--- src/rtl/sqdist_pkg.sv ---
package sqdist_pkg;
  typedef enum logic {
    OUT_WIDE   = 1'b0,  // exact, 2*FRAC_W fractional bits
    OUT_SCALED = 1'b1   // >> FRAC_W, clamped to DATA_W bits
  } out_mode_e;

  localparam int LAT = 3;
endpackage

--- src/rtl/sqdist_diff.sv ---
module sqdist_diff #(
  parameter int DATA_W = 18,
  parameter int DIMS   = 2
) (
  input  logic                          clk_i,
  input  logic                          rst_ni,
  input  logic                          en_i,
  input  logic [DIMS-1:0][DATA_W-1:0]   smp_i,
  input  logic [DIMS-1:0][DATA_W-1:0]   cen_i,
  output logic [DIMS-1:0][DATA_W-1:0]   mag_o
);
  logic [DIMS-1:0][DATA_W-1:0] mag_d;

  for (genvar d = 0; d < DIMS; d++) begin : g_dim
    logic signed [DATA_W:0] diff;
    assign diff = $signed({smp_i[d][DATA_W-1], smp_i[d]})
                - $signed({cen_i[d][DATA_W-1], cen_i[d]});
    // |diff| <= 2^DATA_W - 1, so DATA_W bits are enough
    assign mag_d[d] = diff[DATA_W] ? DATA_W'(-diff) : DATA_W'(diff);
  end

  always_ff @(posedge clk_i or negedge rst_ni) begin
    if (!rst_ni)   mag_o <= '0;
    else if (en_i) mag_o <= mag_d;
  end
endmodule

--- src/rtl/sqdist_sq.sv ---
module sqdist_sq #(
  parameter int DATA_W = 18,
  parameter int DIMS   = 2,
  localparam int SQ_W  = 2 * DATA_W
) (
  input  logic                        clk_i,
  input  logic                        rst_ni,
  input  logic                        en_i,
  input  logic [DIMS-1:0][DATA_W-1:0] mag_i,
  output logic [DIMS-1:0][SQ_W-1:0]   sq_o
);
  logic [DIMS-1:0][SQ_W-1:0] sq_d;

  // single-operand square: symmetric partial products
  for (genvar d = 0; d < DIMS; d++) begin : g_sq
    assign sq_d[d] = SQ_W'(mag_i[d]) * SQ_W'(mag_i[d]);
  end

  always_ff @(posedge clk_i or negedge rst_ni) begin
    if (!rst_ni)   sq_o <= '0;
    else if (en_i) sq_o <= sq_d;
  end
endmodule

--- src/rtl/sqdist_sum.sv ---
module sqdist_sum #(
  parameter int                    DATA_W   = 18,
  parameter int                    FRAC_W   = 10,
  parameter int                    DIMS     = 2,
  parameter sqdist_pkg::out_mode_e OUT_MODE = sqdist_pkg::OUT_WIDE,
  parameter int                    OUT_W    = 37,
  localparam int                   SQ_W     = 2 * DATA_W,
  localparam int                   SUM_W    = SQ_W + $clog2(DIMS)
) (
  input  logic                      clk_i,
  input  logic                      rst_ni,
  input  logic                      en_i,
  input  logic [DIMS-1:0][SQ_W-1:0] sq_i,
  output logic [OUT_W-1:0]          dist_o
);
  logic [SUM_W-1:0] acc;
  logic [OUT_W-1:0] res;

  always_comb begin
    acc = '0;
    for (int d = 0; d < DIMS; d++) acc = acc + SUM_W'(sq_i[d]);
  end

  if (OUT_MODE == sqdist_pkg::OUT_WIDE) begin : g_wide
    assign res = OUT_W'(acc);
  end else begin : g_scaled
    localparam int SH_W = SUM_W - FRAC_W;
    localparam logic [SH_W-1:0] SAT = SH_W'({DATA_W{1'b1}});
    logic [SH_W-1:0] shifted;
    logic            unused_lsb;
    assign shifted    = acc[SUM_W-1:FRAC_W];
    assign unused_lsb = ^acc[FRAC_W-1:0];
    assign res = (shifted > SAT) ? OUT_W'(SAT) : OUT_W'(shifted);
  end

  always_ff @(posedge clk_i or negedge rst_ni) begin
    if (!rst_ni)   dist_o <= '0;
    else if (en_i) dist_o <= res;
  end
endmodule

--- src/rtl/sqdist_pipe.sv ---
module sqdist_pipe #(
  parameter int                    DATA_W   = 18,
  parameter int                    FRAC_W   = 10,
  parameter int                    DIMS     = 2,
  parameter int                    TAG_W    = 8,
  parameter sqdist_pkg::out_mode_e OUT_MODE = sqdist_pkg::OUT_WIDE,
  localparam int OUT_W = (OUT_MODE == sqdist_pkg::OUT_WIDE) ?
                         2 * DATA_W + $clog2(DIMS) : DATA_W
) (
  input  logic                   clk_i,
  input  logic                   rst_ni,
  input  logic                   valid_i,
  input  logic [DIMS*DATA_W-1:0] smp_i,
  input  logic [DIMS*DATA_W-1:0] cen_i,
  input  logic [TAG_W-1:0]       tag_i,
  output logic                   valid_o,
  output logic [OUT_W-1:0]       dist_o,
  output logic [TAG_W-1:0]       tag_o
);
  localparam int LAT  = sqdist_pkg::LAT;
  localparam int SQ_W = 2 * DATA_W;

  logic [DIMS-1:0][DATA_W-1:0] smp_v, cen_v, mag;
  logic [DIMS-1:0][SQ_W-1:0]   sq;
  logic [LAT-1:0]              vld_q;
  logic [LAT-1:0][TAG_W-1:0]   tag_q;

  assign smp_v = smp_i;
  assign cen_v = cen_i;

  sqdist_diff #(.DATA_W(DATA_W), .DIMS(DIMS)) u_diff (
    .clk_i, .rst_ni, .en_i(valid_i), .smp_i(smp_v), .cen_i(cen_v), .mag_o(mag)
  );

  sqdist_sq #(.DATA_W(DATA_W), .DIMS(DIMS)) u_sq (
    .clk_i, .rst_ni, .en_i(vld_q[0]), .mag_i(mag), .sq_o(sq)
  );

  sqdist_sum #(
    .DATA_W(DATA_W), .FRAC_W(FRAC_W), .DIMS(DIMS),
    .OUT_MODE(OUT_MODE), .OUT_W(OUT_W)
  ) u_sum (
    .clk_i, .rst_ni, .en_i(vld_q[1]), .sq_i(sq), .dist_o(dist_o)
  );

  // valid and tag travel beside the data, loaded only with their pair
  always_ff @(posedge clk_i or negedge rst_ni) begin
    if (!rst_ni) begin
      vld_q <= '0;
      tag_q <= '0;
    end else begin
      vld_q <= {vld_q[LAT-2:0], valid_i};
      if (valid_i) tag_q[0] <= tag_i;
      for (int s = 1; s < LAT; s++) if (vld_q[s-1]) tag_q[s] <= tag_q[s-1];
    end
  end

  assign valid_o = vld_q[LAT-1];
  assign tag_o   = tag_q[LAT-1];
endmodule

--- config.mk ---
export PLATFORM = sky130hd
export DESIGN_NAME = sqdist_pipe
export DESIGN_NICKNAME = d
export VERILOG_FILES = /design/src/rtl/sqdist_pkg.sv /design/src/rtl/sqdist_diff.sv /design/src/rtl/sqdist_sq.sv /design/src/rtl/sqdist_sum.sv /design/src/rtl/sqdist_pipe.sv
export SDC_FILE = /design/constraint.sdc
export NUM_CORES = 2
export LEC_CHECK = 0
export CELL_PAD_IN_SITES_DETAIL_PLACEMENT = 1
export CELL_PAD_IN_SITES_GLOBAL_PLACEMENT = 2
export CORE_AREA = 2 2 290 292
export CTS_CLUSTER_DIAMETER = 30
export CTS_CLUSTER_SIZE = 8
export DETAILED_ROUTE_END_ITERATION = 12
export DIE_AREA = 0 0 292 294
export HOLD_SLACK_MARGIN = 0.12
export PLACE_DENSITY_LB_ADDON = 0.1
export SETUP_SLACK_MARGIN = 0.4
export SLEW_MARGIN = 20
export SYNTH_ARGS = -nofsm -noshare
export SYNTH_HDL_FRONTEND = slang
export SYNTH_SLANG_ARGS = --single-unit
--- constraint.sdc ---
create_clock -name clk_i -period 17.22 [get_ports clk_i]
set_clock_uncertainty 0.2 [all_clocks]
set_input_delay 4.305 -clock clk_i [delete_from_list [all_inputs] [get_ports clk_i]]
set_output_delay 4.305 -clock clk_i [all_outputs]
set_load 0.01 [all_outputs]
# ---- Yosys cells after proc, flatten, opt, wreduce, memory -nomap -nowiden
# Cells that the tools add are included.
# W data, S select, Z words.
dict set report totals {
  ff_bits 172
  latch_bits 0
  mem_bits_rw 0
  rom_bits 0
  in_bits 83
  mem_count 0
}
dict set report classes {
  addsub 5
  n_mul 2
  div 0
  magnitude_cmp 0
  n_eq_ne 0
  n_shift 0
  n_mux 2
  n_bitwise 0
  reduce_logical 0
}
# operator n
set op_table {}
lappend op_table {{$mul A18 B18 Y36} 2}
lappend op_table {{$sub A18 B18 Y19} 2}
lappend op_table {{$add A36 B36 Y37} 1}
lappend op_table {{$mux W18} 2}
lappend op_table {{$neg A18 Y18} 2}

# ---- Longest topological paths before layout
dict set report logic_depth {
  depth_word 3
  mapped_depth 27
  ltp_nobuf 25
}

# ---- Cells and area by module
# Synthesis repeated with hierarchy kept, for this count alone.
dict set report unflattened {
  cells_unflattened 3203
  area_unflattened_um2 29530.8
}
# mod instances cells_per_inst area_per_inst_um2 seq_area_each_um2
set by_module_without_submodules {}
lappend by_module_without_submodules {sqdist_sq 1 2282 21037.7 1751.7}
lappend by_module_without_submodules {sqdist_diff 1 502 3990.1 900.9}
lappend by_module_without_submodules {sqdist_sum 1 357 3373.2 925.9}
lappend by_module_without_submodules {sqdist_pipe 1 62 1129.8 675.6}

# ---- Least setup slack after synthesis
# No wires, ideal clock.
dict set report synth_timing {
  path_type {input -> register}
  start {input smp_i[18]}
  end {register u_diff.mag_o[35] (netlist bit)}
  arrival_ps 7472
  required_ps 16953
  path_slack_ps 9481
  cell_stages 14
  cell_sequence {inv_1 -> ha_1 -> inv_1 -> fa_1 -> a211oi_2 -> o21ai_1 -> a31o_1 -> a2111o_1 -> and2_4 -> xor2_2 -> or3_4 -> or3_1 -> a2111oi_1 -> a311o_1}
}
dict set report synth_via {
  elab_chain_len 3
}
# item line_no
set synth_lines {}
lappend synth_lines {{start, declared} sqdist_pipe.sv:13} ;# input logic [DIMS*DATA_W-1:0] smp_i,
lappend synth_lines {{$sub A18 B18 Y19 (*)} sqdist_diff.sv:17} ;# - $signed({cen_i[d][DATA_W-1], cen_i[d]});
lappend synth_lines {{$neg A18 Y18} sqdist_diff.sv:19} ;# assign mag_d[d] = diff[DATA_W] ? DATA_W'(-diff) : DATA_W'(diff);
lappend synth_lines {{$mux W18 (*)} sqdist_diff.sv:19}
lappend synth_lines {{end signal, assigned} sqdist_diff.sv:24} ;# else if (en_i) mag_o <= mag_d;
lappend synth_lines {{end, declared} sqdist_diff.sv:10} ;# output logic [DIMS-1:0][DATA_W-1:0] mag_o
# Mark *: on every way between the ends. The rest lies on a longest branch, timed or not.
# A chain may end at the register's enable or synchronous reset.

# ---- Final worst setup path
dict set report layout_timing {
  start {input cen_i[0]}
  end {register u_diff.mag_o[13] (netlist bit)}
}
dict set report layout_via {
  elab_chain_len 3
}
# item line_no
set layout_lines {}
lappend layout_lines {{start, declared} sqdist_pipe.sv:14} ;# input logic [DIMS*DATA_W-1:0] cen_i,
lappend layout_lines {{$sub A18 B18 Y19 (*)} sqdist_diff.sv:17}
lappend layout_lines {{$neg A18 Y18} sqdist_diff.sv:19}
lappend layout_lines {{$mux W18 (*)} sqdist_diff.sv:19}
# Marks and branches as above.

==> impl_metrics.prom <==
# TYPE chip_impl_metric gauge
chip_impl_metric{name="yosysWarningCount",unit=""} 0
chip_impl_metric{name="final.min_clock_period",unit="ns"} 8.10
chip_impl_metric{name="synth-edff-count",unit=""} 0
chip_impl_metric{name="dieHeight",unit="um"} 294
chip_impl_metric{name="drcViolationCount",unit=""} 0
chip_impl_info{name="hold_path.class",value="flop to flop"} 1
chip_impl_info{name="status",value="completed"} 1
chip_impl_metric{name="async_flop_share",unit="%"} 100
chip_impl_metric{name="data_arrival_time_of_the_critical_path",unit="ns"} 8.23
chip_impl_metric{name="timing_hold_violations_final",unit=""} 0
chip_impl_info{name="timing.setup.critical_path_class",value="primary input to flop"} 1
chip_impl_metric{name="worst_path_max_fanout",unit=""} 7
chip_impl_info{name="post_synth_main_area_contributors",value="fa_1 (31%), dfrtp_1 (15%), ha_1 (13%), inv_1 (9.3%), mux2_2 (4.2%)"} 1
chip_impl_metric{name="regArea",unit="sq um"} 4260
chip_impl_metric{name="syn_avg_cell_area",unit="sq um"} 9.40
chip_impl_metric{name="synthDistinctLibCells",unit=""} 75
chip_impl_metric{name="clock_tree.htree_level_count",unit=""} 4
chip_impl_metric{name="grt_pass1_vias",unit=""} 22800
chip_impl_metric{name="detail_route.wl_per_cell",unit="um"} 17.5
chip_impl_metric{name="multiInputGateArea",unit="sq um"} 20600
chip_impl_metric{name="drive_above_1_share",unit="%"} 6.75
chip_impl_info{name="clock_tree.root_cell",value="clkbuf_16"} 1
chip_impl_info{name="synth_flop_cell",value="dfrtp_1"} 1
chip_impl_metric{name="cts_hold_buffers_added",unit=""} 0
chip_impl_metric{name="highest_attainable_clock_frequency",unit="MHz"} 123
chip_impl_metric{name="timing.max_cap.violations",unit=""} 0
chip_impl_metric{name="number_of_drc_markers_in_iteration_0",unit=""} 584
chip_impl_metric{name="worstMarginPinSlew",unit="ns"} 0.948
chip_impl_metric{name="grt_util_all_layers",unit="%"} 17.7
chip_impl_info{name="startpoint_type",value="primary input"} 1
chip_impl_metric{name="final-setup-viol-count",unit=""} 0
chip_impl_metric{name="numCtsBuffers",unit=""} 17
chip_impl_metric{name="gp_congestion",unit=""} 0.793
chip_impl_metric{name="syn-cell-area",unit="sq um"} 27800
chip_impl_metric{name="cts_num_sinks",unit=""} 170
chip_impl_metric{name="area_growth_syn_to_layout",unit="%"} 10.8
chip_impl_metric{name="report.final.slew_viol_count",unit=""} 0
chip_impl_metric{name="first_pass_grt_wire_length",unit="mm"} 121
chip_impl_metric{name="grt_start_max_net_pins",unit=""} 93
chip_impl_metric{name="count_of_state_elements_after_synthesis",unit=""} 170
chip_impl_info{name="post-synth-top-count-cell",value="inv_1"} 1
chip_impl_metric{name="dieWidth",unit="um"} 292
chip_impl_metric{name="cp.required",unit="ns"} 17.35
chip_impl_metric{name="post_cts.resized_instances",unit=""} 0
chip_impl_metric{name="finalNonFillerCells",unit=""} 4135
chip_impl_metric{name="clkSlewWorstSetupHoldPaths",unit="ns"} 0.08
chip_impl_metric{name="post_drt_via_cell_ratio",unit=""} 4.81
chip_impl_metric{name="syn_nets",unit=""} 3779
chip_impl_metric{name="placed_cells",unit=""} 4102
chip_impl_metric{name="buffer_ports.inserted",unit=""} 128
chip_impl_metric{name="finalWirelength",unit="mm"} 72.3
chip_impl_metric{name="core",unit="sq um"} 82900
chip_impl_metric{name="floorplan.io_pins",unit=""} 129
chip_impl_info{name="most_used_standard_cells_in_the_synthesized_netlist",value="inv_1 (690), fa_1 (437), ha_1 (297)"} 1
chip_impl_info{name="grt_setup_unrepaired",value="no"} 1
chip_impl_info{name="yosysTopAreaCell",value="fa_1"} 1
chip_impl_metric{name="layout.nets",unit=""} 3858
chip_impl_metric{name="area_of_the_die",unit="sq um"} 85800
chip_impl_metric{name="initial_utilization",unit="%"} 33.6
chip_impl_metric{name="finalSetupTns",unit="ns"} 0
chip_impl_metric{name="via_count",unit=""} 19900
chip_impl_metric{name="clk-insertion-delay-late",unit="ns"} 0.48
chip_impl_metric{name="post_synth_inst_count",unit=""} 2962
chip_impl_metric{name="globalRouteOverflowTotal",unit=""} 0
chip_impl_metric{name="route.antenna.remaining_nets",unit=""} 0
chip_impl_metric{name="detailedPlacementHpwl",unit="mm"} 59.4
chip_impl_info{name="tritoncts",value="built"} 1
chip_impl_metric{name="drt_pre_antenna_iters",unit=""} 4
chip_impl_metric{name="max-slew-margin-rel",unit="%"} 36.8
chip_impl_metric{name="synth_largest_type_area_fraction",unit="%"} 31.4
chip_impl_metric{name="layout.filler_cells",unit=""} 9421
chip_impl_metric{name="grt_antenna_before_repair",unit=""} 2
chip_impl_metric{name="fin_crit_sh",unit="%"} 47.0
chip_impl_metric{name="cts_post_setup_buffers_inserted",unit=""} 0
chip_impl_metric{name="cts_max_path_buffers",unit=""} 2
chip_impl_info{name="cp-end-kind",value="flop"} 1
chip_impl_metric{name="seq_area_frac_synth",unit="%"} 15.3
chip_impl_metric{name="fp-row-count",unit=""} 106
[logic make-up (layout without fill, tap and decap cells)]
group / after synthesis / count (layout) / share of synthesized area [%]
and+or+nand+nor: 629 / 629 / 11.0
AOI/OAI and AO/OA: 381 / 381 / 8.94
buffers and inverters: 784 / 876 / 10.7
DFF: 170 / 170 / 15.3
xor gates and xnor gates: 150 / 150 / 4.75
muxes: 114 / 114 / 4.57
other: 0 / 1 / 0
adders and majority gates: 734 / 734 / 44.8
[cell usage in the layout, fill, tap and decap left out, drive strengths merged, types with 10 or more instances in the layout]
| cell | count |
|---|---|
| xor2 | 43 |
| o21ai | 73 |
| dfrtp | 170 |
| mux2 | 105 |
| ha | 297 |
| nor2 | 118 |
| and3 | 11 |
| or3 | 11 |
| a21o | 37 |
| a31o | 10 |
| a31oi | 23 |
| fa | 437 |
| nor2b | 21 |
| and2 | 125 |
| clkbuf | 18 |
| a21oi | 113 |
| clkdlybuf4s50 | 126 |
| or2 | 14 |
| xnor2 | 107 |
| nor3 | 17 |
| o211ai | 13 |
| nand3 | 19 |
| o21bai | 13 |
| o31ai | 14 |
| inv | 699 |
| buf | 27 |
| o21a | 22 |
| nand2 | 238 |
| nand2b | 20 |
[per-stage QoR]
step	hold WS, ns	worst slack [ns]	util (%)	area (sq um)
finish	0.304	9.12	37.2	30900
global route	0.328	8.87	37.2	30900
CTS	0.308	9.14	37.2	30800
detailed placement	0.285	8.62	36.5	30300
global placement	0.280	8.65	36.5	30300
floorplan	0.152	9.48	-	27800
[worst paths after layout]
path	startpoint	endpoint	slack (ns)	cells past startpoint
worst max-delay path	cen_i[0]	u_diff.mag_o[13]$_DFFE_PN0P_	9.12	14
worst min-delay path	tag_q[7]$_DFFE_PN0P_	tag_q[15]$_DFFE_PN0P_	0.30	1
worst max register to register	u_diff.mag_o[33]$_DFFE_PN0P_	u_sq.sq_o[71]$_DFFE_PN0P_	9.77	23
worst min register to register	tag_q[7]$_DFFE_PN0P_	tag_q[15]$_DFFE_PN0P_	0.30	1
max in group asynchronous	rst_ni	u_diff.mag_o[24]$_DFFE_PN0P_	11.82	2
min in group asynchronous	rst_ni	u_sum.dist_o[13]$_DFFE_PN0P_	3.66	1
[layer usage]
layer	share of wire, %	routed length, um	global-route usage (%)
met2	48	34900	30.6
met1	48	34400	23.7
met3	2.8	2030	2.41
met5	0	0	0
met4	1.3	936	3.62
[sequential cells by signal, summed over array words and instances, names as in the netlist]
register and count:
u_sq.sq_o 70, tag_o 8, u_sum.dist_o 37, tag_q 16
vld_q 3, u_diff.mag_o 36
[area by class of cell]
cell class,instances,area share [%]
multi-input cells,2008,66.8
inverters,690,8.39
clock buffers,17,1.38
diodes,1,0.00811
clock inverters,15,0.483
repair buffers,154,4.79
well taps,1080,4.38
flip-flops and latches,170,13.8
[worst max-delay path: stages]
cell             delay (ns)
clkdlybuf4s50_1        0.46
ha_1                   0.16
inv_1                  0.06
fa_1                   0.42
a211oi_1               0.33
o21ai_0                0.26
a31oi_1                0.24
o22ai_1                0.13
o41a_1                 0.35
and2_1                 0.18
o31ai_1                0.76
o21ai_0                0.29
xor2_1                 0.20
a21oi_1                0.08
Power is not shown: default switching activity piles up to over one toggle a cycle in this logic, so the estimate is an artifact.
